## src/rtl/elseq_pkg.sv

```systemverilog
package elseq_pkg;
    localparam int MAXVL      = 64;
    localparam int EW         = $clog2(MAXVL);
    localparam int VLW        = $clog2(MAXVL + 1);
    localparam int RW         = 7;
    localparam int XW         = 2;
    localparam int FW         = 5;
    localparam logic [5:0] PO_PREFIX = 6'd9;

    typedef enum logic [1:0] {K_TRAP, K_ONCE, K_HLOOP, K_VSTEP} kind_e;

    typedef struct packed {
        kind_e            kind;
        logic             dmark;
        logic             smark;
        logic [XW-1:0]    ext_t;
        logic [XW-1:0]    ext_a;
        logic [XW-1:0]    ext_b;
    } dec_t;

    typedef struct packed {
        logic [31:0]      suffix;
        logic [1:0]       cls;
        logic [RW-1:0]    bt;
        logic [RW-1:0]    ba;
        logic [RW-1:0]    bb;
        logic             dmark;
        logic             smark;
        logic             loop;
    } held_t;

    function automatic logic [VLW-1:0] clamp_vl(input logic [VLW-1:0] v);
        if (v == '0)
            return VLW'(1);
        else if (v > VLW'(MAXVL))
            return VLW'(MAXVL);
        else
            return v;
    endfunction
endpackage

```

## src/rtl/elseq_decode.sv

```systemverilog
module elseq_decode
    import elseq_pkg::*;
(
    input  logic [31:0] prefix,
    input  logic [31:0] suffix,
    input  logic        unvec,
    output dec_t        dec
);
    logic        po_ok;
    logic        space_sel;
    logic        vec_mark;
    logic        dw_top;
    logic [23:0] fld;

    assign po_ok     = (prefix[31:26] == PO_PREFIX);
    assign space_sel = prefix[25];
    assign vec_mark  = prefix[24];
    assign fld       = prefix[23:0];
    assign dw_top    = suffix[31];

    always_comb begin
        dec      = '0;
        dec.kind = K_TRAP;
        if (!po_ok) begin
            dec.kind = K_TRAP;
        end else if (!space_sel && !dw_top) begin
            dec.kind = K_TRAP;
        end else if (!vec_mark) begin
            if (fld != '0 || space_sel)
                dec.kind = K_TRAP;
            else
                dec.kind = K_ONCE;
        end else if (unvec) begin
            dec.kind = K_TRAP;
        end else if (fld == '0) begin
            dec.kind = K_ONCE;
        end else begin
            dec.kind  = fld[2] ? K_VSTEP : K_HLOOP;
            dec.dmark = fld[0];
            dec.smark = fld[1];
            dec.ext_t = fld[4:3];
            dec.ext_a = fld[6:5];
            dec.ext_b = fld[8:7];
        end
    end
endmodule

```

## src/rtl/elseq_regoff.sv

```systemverilog
module elseq_regoff #(
    parameter int RW     = 7,
    parameter int EW     = 6,
    parameter int NREG   = 3
) (
    input  logic [NREG-1:0][RW-1:0] base,
    input  logic [NREG-1:0]         mark,
    input  logic [EW-1:0]           off,
    output logic [NREG-1:0][RW-1:0] regs
);
    localparam int SW = (RW > EW) ? RW : EW;

    for (genvar g = 0; g < NREG; g++) begin : g_reg
        logic [SW-1:0] sum;
        assign sum     = SW'(base[g]) + SW'(off);
        assign regs[g] = mark[g] ? sum[RW-1:0] : base[g];
    end
endmodule

```

## src/rtl/elseq_ctrl.sv

```systemverilog
module elseq_ctrl
    import elseq_pkg::*;
#(
    parameter int P_EW  = EW,
    parameter int P_VLW = VLW
) (
    input  logic             clk,
    input  logic             rst,
    input  logic             in_valid,
    output logic             in_ready,
    input  dec_t             dec,
    input  logic [31:0]      suffix,
    input  logic [1:0]       cls,
    input  logic [P_VLW-1:0] nel,
    input  logic             step_cmd,
    input  logic             op_ready,
    output logic             op_valid,
    output held_t            held,
    output logic [P_EW-1:0]  cnt,
    output logic             op_last,
    output logic             trap,
    output logic             done
);
    logic             busy;
    logic [P_VLW-1:0] nel_q;
    logic [P_EW-1:0]  vf_off;
    logic             accept;
    logic             take;
    logic             step_wrap;

    assign in_ready  = !busy;
    assign op_valid  = busy;
    assign accept    = in_valid && in_ready;
    assign take      = busy && op_ready;
    assign op_last   = !held.loop || (P_VLW'(cnt) == nel_q - P_VLW'(1));
    assign step_wrap = (P_VLW'(vf_off) + P_VLW'(1)) >= nel;

    always_ff @(posedge clk) begin
        if (rst) begin
            busy   <= 1'b0;
            held   <= '0;
            cnt    <= '0;
            nel_q  <= P_VLW'(1);
            vf_off <= '0;
            trap   <= 1'b0;
            done   <= 1'b0;
        end else begin
            trap <= 1'b0;
            done <= 1'b0;
            if (accept) begin
                if (dec.kind == K_TRAP) begin
                    trap <= 1'b1;
                end else begin
                    busy         <= 1'b1;
                    held.suffix  <= suffix;
                    held.cls     <= cls;
                    held.bt      <= {dec.ext_t, suffix[25:21]};
                    held.ba      <= {dec.ext_a, suffix[20:16]};
                    held.bb      <= {dec.ext_b, suffix[15:11]};
                    held.dmark   <= dec.dmark;
                    held.smark   <= dec.smark;
                    held.loop    <= (dec.kind == K_HLOOP);
                    cnt          <= (dec.kind == K_VSTEP) ? vf_off : '0;
                    nel_q        <= nel;
                end
            end
            if (take) begin
                if (op_last) begin
                    busy <= 1'b0;
                    if (held.loop)
                        done <= 1'b1;
                end else begin
                    cnt <= cnt + P_EW'(1);
                end
            end
            if (step_cmd) begin
                if (step_wrap) begin
                    vf_off <= '0;
                    done   <= 1'b1;
                end else begin
                    vf_off <= vf_off + P_EW'(1);
                end
            end
        end
    end
endmodule

```

## src/rtl/elem_loop_seq.sv

```systemverilog
module elem_loop_seq
    import elseq_pkg::*;
(
    input  logic           clk,
    input  logic           rst,
    input  logic           in_valid,
    output logic           in_ready,
    input  logic [31:0]    in_prefix,
    input  logic [31:0]    in_suffix,
    input  logic [1:0]     in_class,
    input  logic           in_unvec,
    input  logic [VLW-1:0] vec_len,
    input  logic           step_cmd,
    output logic           op_valid,
    input  logic           op_ready,
    output logic [31:0]    op_suffix,
    output logic [1:0]     op_class,
    output logic [RW-1:0]  op_rt,
    output logic [RW-1:0]  op_ra,
    output logic [RW-1:0]  op_rb,
    output logic [EW-1:0]  op_elem,
    output logic           op_last,
    output logic           trap,
    output logic           done
);
    dec_t                dec;
    held_t               held;
    logic [EW-1:0]       cnt;
    logic [VLW-1:0]      nel;
    logic [2:0][RW-1:0]  base;
    logic [2:0]          mark;
    logic [2:0][RW-1:0]  regs;

    assign nel = clamp_vl(vec_len);

    elseq_decode u_dec (
        .prefix (in_prefix),
        .suffix (in_suffix),
        .unvec  (in_unvec),
        .dec    (dec)
    );

    elseq_ctrl #(.P_EW(EW), .P_VLW(VLW)) u_ctrl (
        .clk      (clk),
        .rst      (rst),
        .in_valid (in_valid),
        .in_ready (in_ready),
        .dec      (dec),
        .suffix   (in_suffix),
        .cls      (in_class),
        .nel      (nel),
        .step_cmd (step_cmd),
        .op_ready (op_ready),
        .op_valid (op_valid),
        .held     (held),
        .cnt      (cnt),
        .op_last  (op_last),
        .trap     (trap),
        .done     (done)
    );

    assign base = {held.bb, held.ba, held.bt};
    assign mark = {held.smark, held.smark, held.dmark};

    elseq_regoff #(.RW(RW), .EW(EW), .NREG(3)) u_off (
        .base (base),
        .mark (mark),
        .off  (cnt),
        .regs (regs)
    );

    assign op_rt     = regs[0];
    assign op_ra     = regs[1];
    assign op_rb     = regs[2];
    assign op_elem   = cnt;
    assign op_suffix = held.suffix;
    assign op_class  = held.cls;
endmodule

```

## config.mk

```make
export PLATFORM = sky130hd
export DESIGN_NAME = elem_loop_seq
export DESIGN_NICKNAME = d
export VERILOG_FILES = /design/src/rtl/elseq_pkg.sv /design/src/rtl/elseq_decode.sv /design/src/rtl/elseq_regoff.sv /design/src/rtl/elseq_ctrl.sv /design/src/rtl/elem_loop_seq.sv
export SDC_FILE = /design/constraint.sdc
export NUM_CORES = 1
export LEC_CHECK = 0
export ABC_AREA = 1
export CORE_MARGIN = 2
export CORE_UTILIZATION = 47
export CTS_BUF_LIST = sky130_fd_sc_hd__clkbuf_4 sky130_fd_sc_hd__clkbuf_8
export CTS_CLUSTER_SIZE = 8
export DETAILED_ROUTE_END_ITERATION = 6
export PLACE_DENSITY_LB_ADDON = 0.3
export SLEW_MARGIN = 20
export SYNTH_ARGS = -nofsm -noshare
export SYNTH_HDL_FRONTEND = slang
export SYNTH_SLANG_ARGS = --single-unit
```

## constraint.sdc

```tcl
create_clock -name clk -period 3.1 [get_ports clk]
set_input_delay 0.62 -clock clk [delete_from_list [all_inputs] [get_ports clk]]
set_output_delay 0.62 -clock clk [all_outputs]
set_load 0.01 [all_outputs]
```

Word level (Yosys, flattened, before mapping)
Cells that the tools add are included.

$add $sub $neg: 7. Multiply operators: 0. Div/mod/pow operators: 0. $lt $le $gt $ge: 2. Eq/ne operators: 4. Shifts and indexed selects: 0. Muxes and demuxes: 33. Bitwise operators: 2. Reductions and logical operators: 15.

Operator list (count): $mux 8 (5); $mux 6 (6); $mux 7 (5); $logic_not 24->1 (1); $reduce_bool 24->1 (1); $add 7x6->7 (3); $add 6x1->6 const B (2); $mux 1 (12); $mux 2 (5); $add 6x1->7 const B (1); $eq 6x7->1 (1); $ge 7x7->1 (1); $gt 7x7->1 const B (1); $logic_not 7->1 (1); $sub 7x1->7 const B (1); $eq 6x4->1 const B (1); $eq 2x2->1 const B (2); $logic_not 1->1 (4); $logic_and 1x1->1 (3); $logic_not 2->1 (1); $logic_or 1x1->1 (2); $not 1->1 (2); $reduce_and 2->1 (1); $reduce_or 2->1 (1).

Register bits after elaboration: 80. Bits in latches: 0. RAM bits: 0. Memory bits (read-only): 0. Bits of input ports: 79. Output and inout port bits: 66. Memories kept: 0.

Depth between registers and ports, before layout
Gate-level depths: netlist of the first run.

Depth in word-level cells: 12. Depth in mapped cells: 14. Depth with buffers taken out: 14.

By module
Synthesis of the first run repeated with hierarchy kept, for this count alone.

Cells, all modules: 668. Area, all modules: 4297.9 µm².

Modules (own cells, without submodules): elseq_ctrl (times used 1, cells each 419, area an instance 3060.4 µm², seq. area each 1301.2 µm²); elseq_regoff (times used 1, cells each 176, area an instance 939.7 µm², seq. area each 0.0 µm²); elseq_decode (times used 1, cells each 56, area an instance 230.2 µm², seq. area each 0.0 µm²); elem_loop_seq (times used 1, cells each 17, area an instance 67.6 µm², seq. area each 0.0 µm²).

Worst setup path after synthesis of the first run
No wires, ideal clock.

Kind: register to output. Start: register u_ctrl.cnt[0]. End: output port op_rt[6]. Arrival: 1966 ps. Setup slack: 514 ps. Cell stages (with the launch flop): 10. Path through: dfxtp_1 > ha_1 > inv_1 > fa_1 > o31ai_1 > nand2_1 > nand2_1 > a21oi_1 > nor2_1 > xor2_1.

Cells in the longest elaborated chain, start to end: 2.

Ends and longest elaborated chain: start: declaration (RTL line elseq_ctrl.sv:19) `output logic [P_EW-1:0] cnt,`; start signal: assignment (RTL line elseq_ctrl.sv:63) `cnt <= (dec.kind == K_VSTEP) ? vf_off : '0;`; start signal: assignment (RTL line elseq_ctrl.sv:73) `cnt <= cnt + P_EW'(1);`; $add 7x6->7 (RTL line elseq_regoff.sv:15) `assign sum = SW'(base[g]) + SW'(off);`; $mux 7 (RTL line elseq_regoff.sv:16) `assign regs[g] = mark[g] ? sum[RW-1:0] : base[g];`; end: declaration (RTL line elem_loop_seq.sv:18) `output logic [RW-1:0] op_rt,`.

No other way between the ends.

Final worst setup path of the first run
Start: register u_ctrl.cnt[1]. End: output port op_rt[3].

Same word-level chain as after synthesis.

==> impl_metrics.env, run 1 <==
export IMPL_synth_edff_count=0
export IMPL_worstReg2RegStart="u_ctrl.vf_off[0]$_SDFFE_PP0P_"
export IMPL_cp_slowest_cell="clkdlybuf4s50_1"
export IMPL_crit_buf_inv=2
export IMPL_grt_pass1_wl_mm=20.2
export IMPL_slowest_delay_ns=0.59
export IMPL_ant_nets=0
export IMPL_grt_pass1_vias=4427
export IMPL_synth_area_leaders="dfxtp_1 29%, nand2_1 11%, a21oi_1 8.1%"
export IMPL_startpoint_type="flop"
export IMPL_antenna_found_initial=0
export IMPL_tightest_slew_ns=0.693
export IMPL_port_buffers=144
export IMPL_async_reset_ff_share_pct=0
export IMPL_holdPathEnd="u_ctrl.held[8]$_SDFFE_PP0P_"
export IMPL_cts_root_buf="clkbuf_8"
export IMPL_crit_family="buffers and inverters"
export IMPL_power_mw=1.93
export IMPL_clock_fmax_mhz=339
export IMPL_min_path_cells=2
export IMPL_leakage_nw=2.57
export IMPL_crit_fanout=7
export IMPL_n_antenna_cell=0
export IMPL_synth_distinct_cells=32
export IMPL_die_h_um=102
export IMPL_drt_iter0_markers=196
export IMPL_cts_sinks=65
export IMPL_grt_util_all_layers_pct=24.7
export IMPL_irDropWorstVdd_v=0.000237
export IMPL_ys_warn_count=0
export IMPL_rr_worst_depth=10
export IMPL_detail_route_first_pass_iterations=5
export IMPL_rsz0062_at_grt="false"
export IMPL_ys_seq_elements=65
export IMPL_drive_gt1_share_pct=8.67
export IMPL_maxCapViolCount=0
export IMPL_cts_tree="yes"
export IMPL_status="finished, final reports clean"
export IMPL_initial_core_util_pct=48.4
export IMPL_ios=145
export IMPL_grt_max_degree=53
export IMPL_yosys_area_top_type_share_pct=29.1
export IMPL_fin_crit_sh_pct=95.1
export IMPL_overflow=0
export IMPL_die_area_sq_mm=0.0103
export IMPL_htreeDepth=3
export IMPL_cp_common_cell="nor2_1"
export IMPL_arrival_ns=2.33
export IMPL_slew_violations=0
export IMPL_tns_ns=0
export IMPL_cts_buffers=9
export IMPL_num_vias=4581
export IMPL_relSlewSlack_pct=53.7
export IMPL_synth_cells=649
export IMPL_synth_fp_nets=759
export IMPL_ys_flop_type="dfxtp_1"
export IMPL_p_per_area_mw_per_mm2=325
export IMPL_timing_rr_end="u_ctrl.vf_off[2]$_SDFFE_PP0P_"
export IMPL_gp_congestion=0.895
export IMPL_min_from="u_ctrl.held[8]$_SDFFE_PP0P_"
export IMPL_postCtsSetupRepairBufs=0
export IMPL_critPathRequiredTime_ns=2.48
export IMPL_syn_to_final_growth_pct=33.2
export IMPL_final_setup_skew_ns=0.00800
export IMPL_yosysTopAreaCell="dfxtp_1"
export IMPL_period_minus_slack_ns=2.95
export IMPL_post_dp_hpwl_mm=9.27
export IMPL_core_area_sq_mm=0.00924
export IMPL_cp_end_kind="output pin"
export IMPL_yosysSeqAreaShare_pct=29.1
export IMPL_wl_mm=12.5
export IMPL_worstPathCellList="buf_4, ha_1, a21oi_1, nor2_1, nor2_1, nor2_1, o31ai_1, clkdlybuf4s50_1"
export IMPL_clkLatencyLatePin_ns=0.35
export IMPL_die_x_um=102
export IMPL_drc=0
export IMPL_rows=35
export IMPL_routed_via_density=5.15
export IMPL_r2r_setup_slack_ns=0.77
export IMPL_hold_viol=0
export IMPL_avgSynthCellArea_sq_um=6.88
export IMPL_nets=866
export IMPL_clk_pin_slew_worst_paths_ns=0.08
export IMPL_finalSetupViolations=0
export IMPL_hold_class="reg -> reg"
export IMPL_crit_type="reg -> out"
export IMPL_syn_area_sq_mm=0.00447
export IMPL_routedWlPerCell_um=14.0
export IMPL_clk_path_buf_depth=2
logic make-up after synthesis:
kind of cell | count (synthesis) | synth area share [%]
AOI/OAI and AO/OA | 141 | 16.7
adders and majority gates | 31 | 9.19
xor gates and xnor gates | 14 | 2.74
buffers and inverters | 112 | 14.6
and+or+nand+nor | 286 | 27.7
DFF | 65 | 29.1
worst register-to-register path, cell delays in order, from the launching register on:
cell and delay [ns]:
dfxtp_1 0.45, ha_1 0.25, xor2_1 0.26, ha_1 0.31
a21oi_1 0.16, o21ai_0 0.15, nand4_1 0.11, o2111ai_1 0.12
nand2_1 0.10, nand2_1 0.15, a21oi_1 0.20
layout make-up:
class | instances | area [sq um]
Clock buffer | 9 | 124
Fill cell | 807 | 3290
Tap cell | 129 | 161
Timing Repair Buffer | 156 | 1520
Inverter | 52 | 195
Multi-Input combinational cell | 472 | 2540
Clock inverter | 7 | 103
Sequential cell | 65 | 1310
sequential cells by signal (all words and copies together) (netlist names):
name,count
u_ctrl.vf_off,6
u_ctrl.trap,1
u_ctrl.cnt,6
u_ctrl.op_valid,1
u_ctrl.held,43
u_ctrl.done,1
u_ctrl.nel_q,7
routing by layer:
layer	up-vias	part of all wire (%)	GRT usage [%]
li1	2310	-	-
met4	0	2.0	9.46
met3	20	6.1	5.45
met5	-	0	0
met1	2092	43	29.5
met2	159	49	42.9
timing repair:
item / CTS / global route
endpoints found under the setup margin: 9 / 10
hold buffers: 0 / 0
pin swaps: 0 / 4
resized for setup: 12 / 24
synth_stat cells (all sizes together) (3+ instances only):
library cell    n
a21oi          72
buf            48
clkbuf         12
dfxtp          65
fa              3
ha             28
inv            51
nand2         134
nand3          27
nand4           9
nor2          104
nor3            6
o21ai          55
o21bai          6
o31ai           6
or2             5
xor2           14
through the flow:
stage | hold WS, ns | worst slack (ns) | cell area (sq um) | util [%] | instances
after global routing | 0.507 | 0.00261 | 5950 | 64.4 | 890
after global placement | 0.463 | 0.0975 | 5720 | 61.9 | 874
final | 0.487 | 0.152 | 5950 | 64.4 | 890
after CTS | 0.490 | 0.00111 | 5950 | 64.4 | 890
after floorplan | 0.451 | 0.514 | 4470 | - | 649
after detailed placement | 0.474 | 0.0855 | 5720 | 61.9 | 874
placed cells by master (no fill, tap or decap), types with 4 or more instances in the layout:
cell type,instances
ha_1,27
xor2_1,14
nor2_1,96
o21ai_1,39
dlymetal6s2s_1,4
nand2_4,4
inv_1,51
dfxtp_1,60
nand4_1,8
nor2_2,8
clkbuf_8,9
dfxtp_2,5
a21oi_1,71
nand3_1,24
nor3_1,5
o21ai_0,16
nand2_1,130
o21bai_1,6
clkdlybuf4s50_1,133
clkbuf_2,6
buf_4,11
or2_2,4
power breakdown:
part	switching [mW]	internal [mW]	total (mW)
logic	0.108	0.136	0.243
clock network	0.374	0.461	0.835
registers	0.00973	0.843	0.852
total	0.492	1.44	1.93
worst max-delay path by stage:
stage / slack (ns) / cells after the start / endpoint / start
after floorplan: 0.51 / 9 / op_rt[6] / u_ctrl.cnt[0]$_SDFF_PP0_
after global placement: 0.1 / 10 / op_rt[6] / u_ctrl.cnt[0]$_SDFF_PP0_
after detailed placement: 0.09 / 10 / op_ra[6] / u_ctrl.cnt[0]$_SDFF_PP0_
after CTS: 0.001 / 11 / op_last / u_ctrl.nel_q[0]$_SDFFE_PP1P_
after global routing: 0.003 / 10 / op_rt[6] / u_ctrl.cnt[0]$_SDFF_PP0_
final: 0.15 / 8 / op_rt[3] / u_ctrl.cnt[1]$_SDFF_PP0_
Note: power is estimated with default switching activity, not from simulation.
==> inputs of run 2 (changes only) <==
--- a/config.mk
+++ b/config.mk
@@ -6,6 +6,7 @@
 export NUM_CORES = 1
 export LEC_CHECK = 0
 export ABC_AREA = 1
+export CAP_MARGIN = 20
 export CORE_MARGIN = 2
 export CORE_UTILIZATION = 47
 export CTS_BUF_LIST = sky130_fd_sc_hd__clkbuf_4 sky130_fd_sc_hd__clkbuf_8
==> results of run 2 <==
Final layout, timing and power as in run 1 (identical DEF).
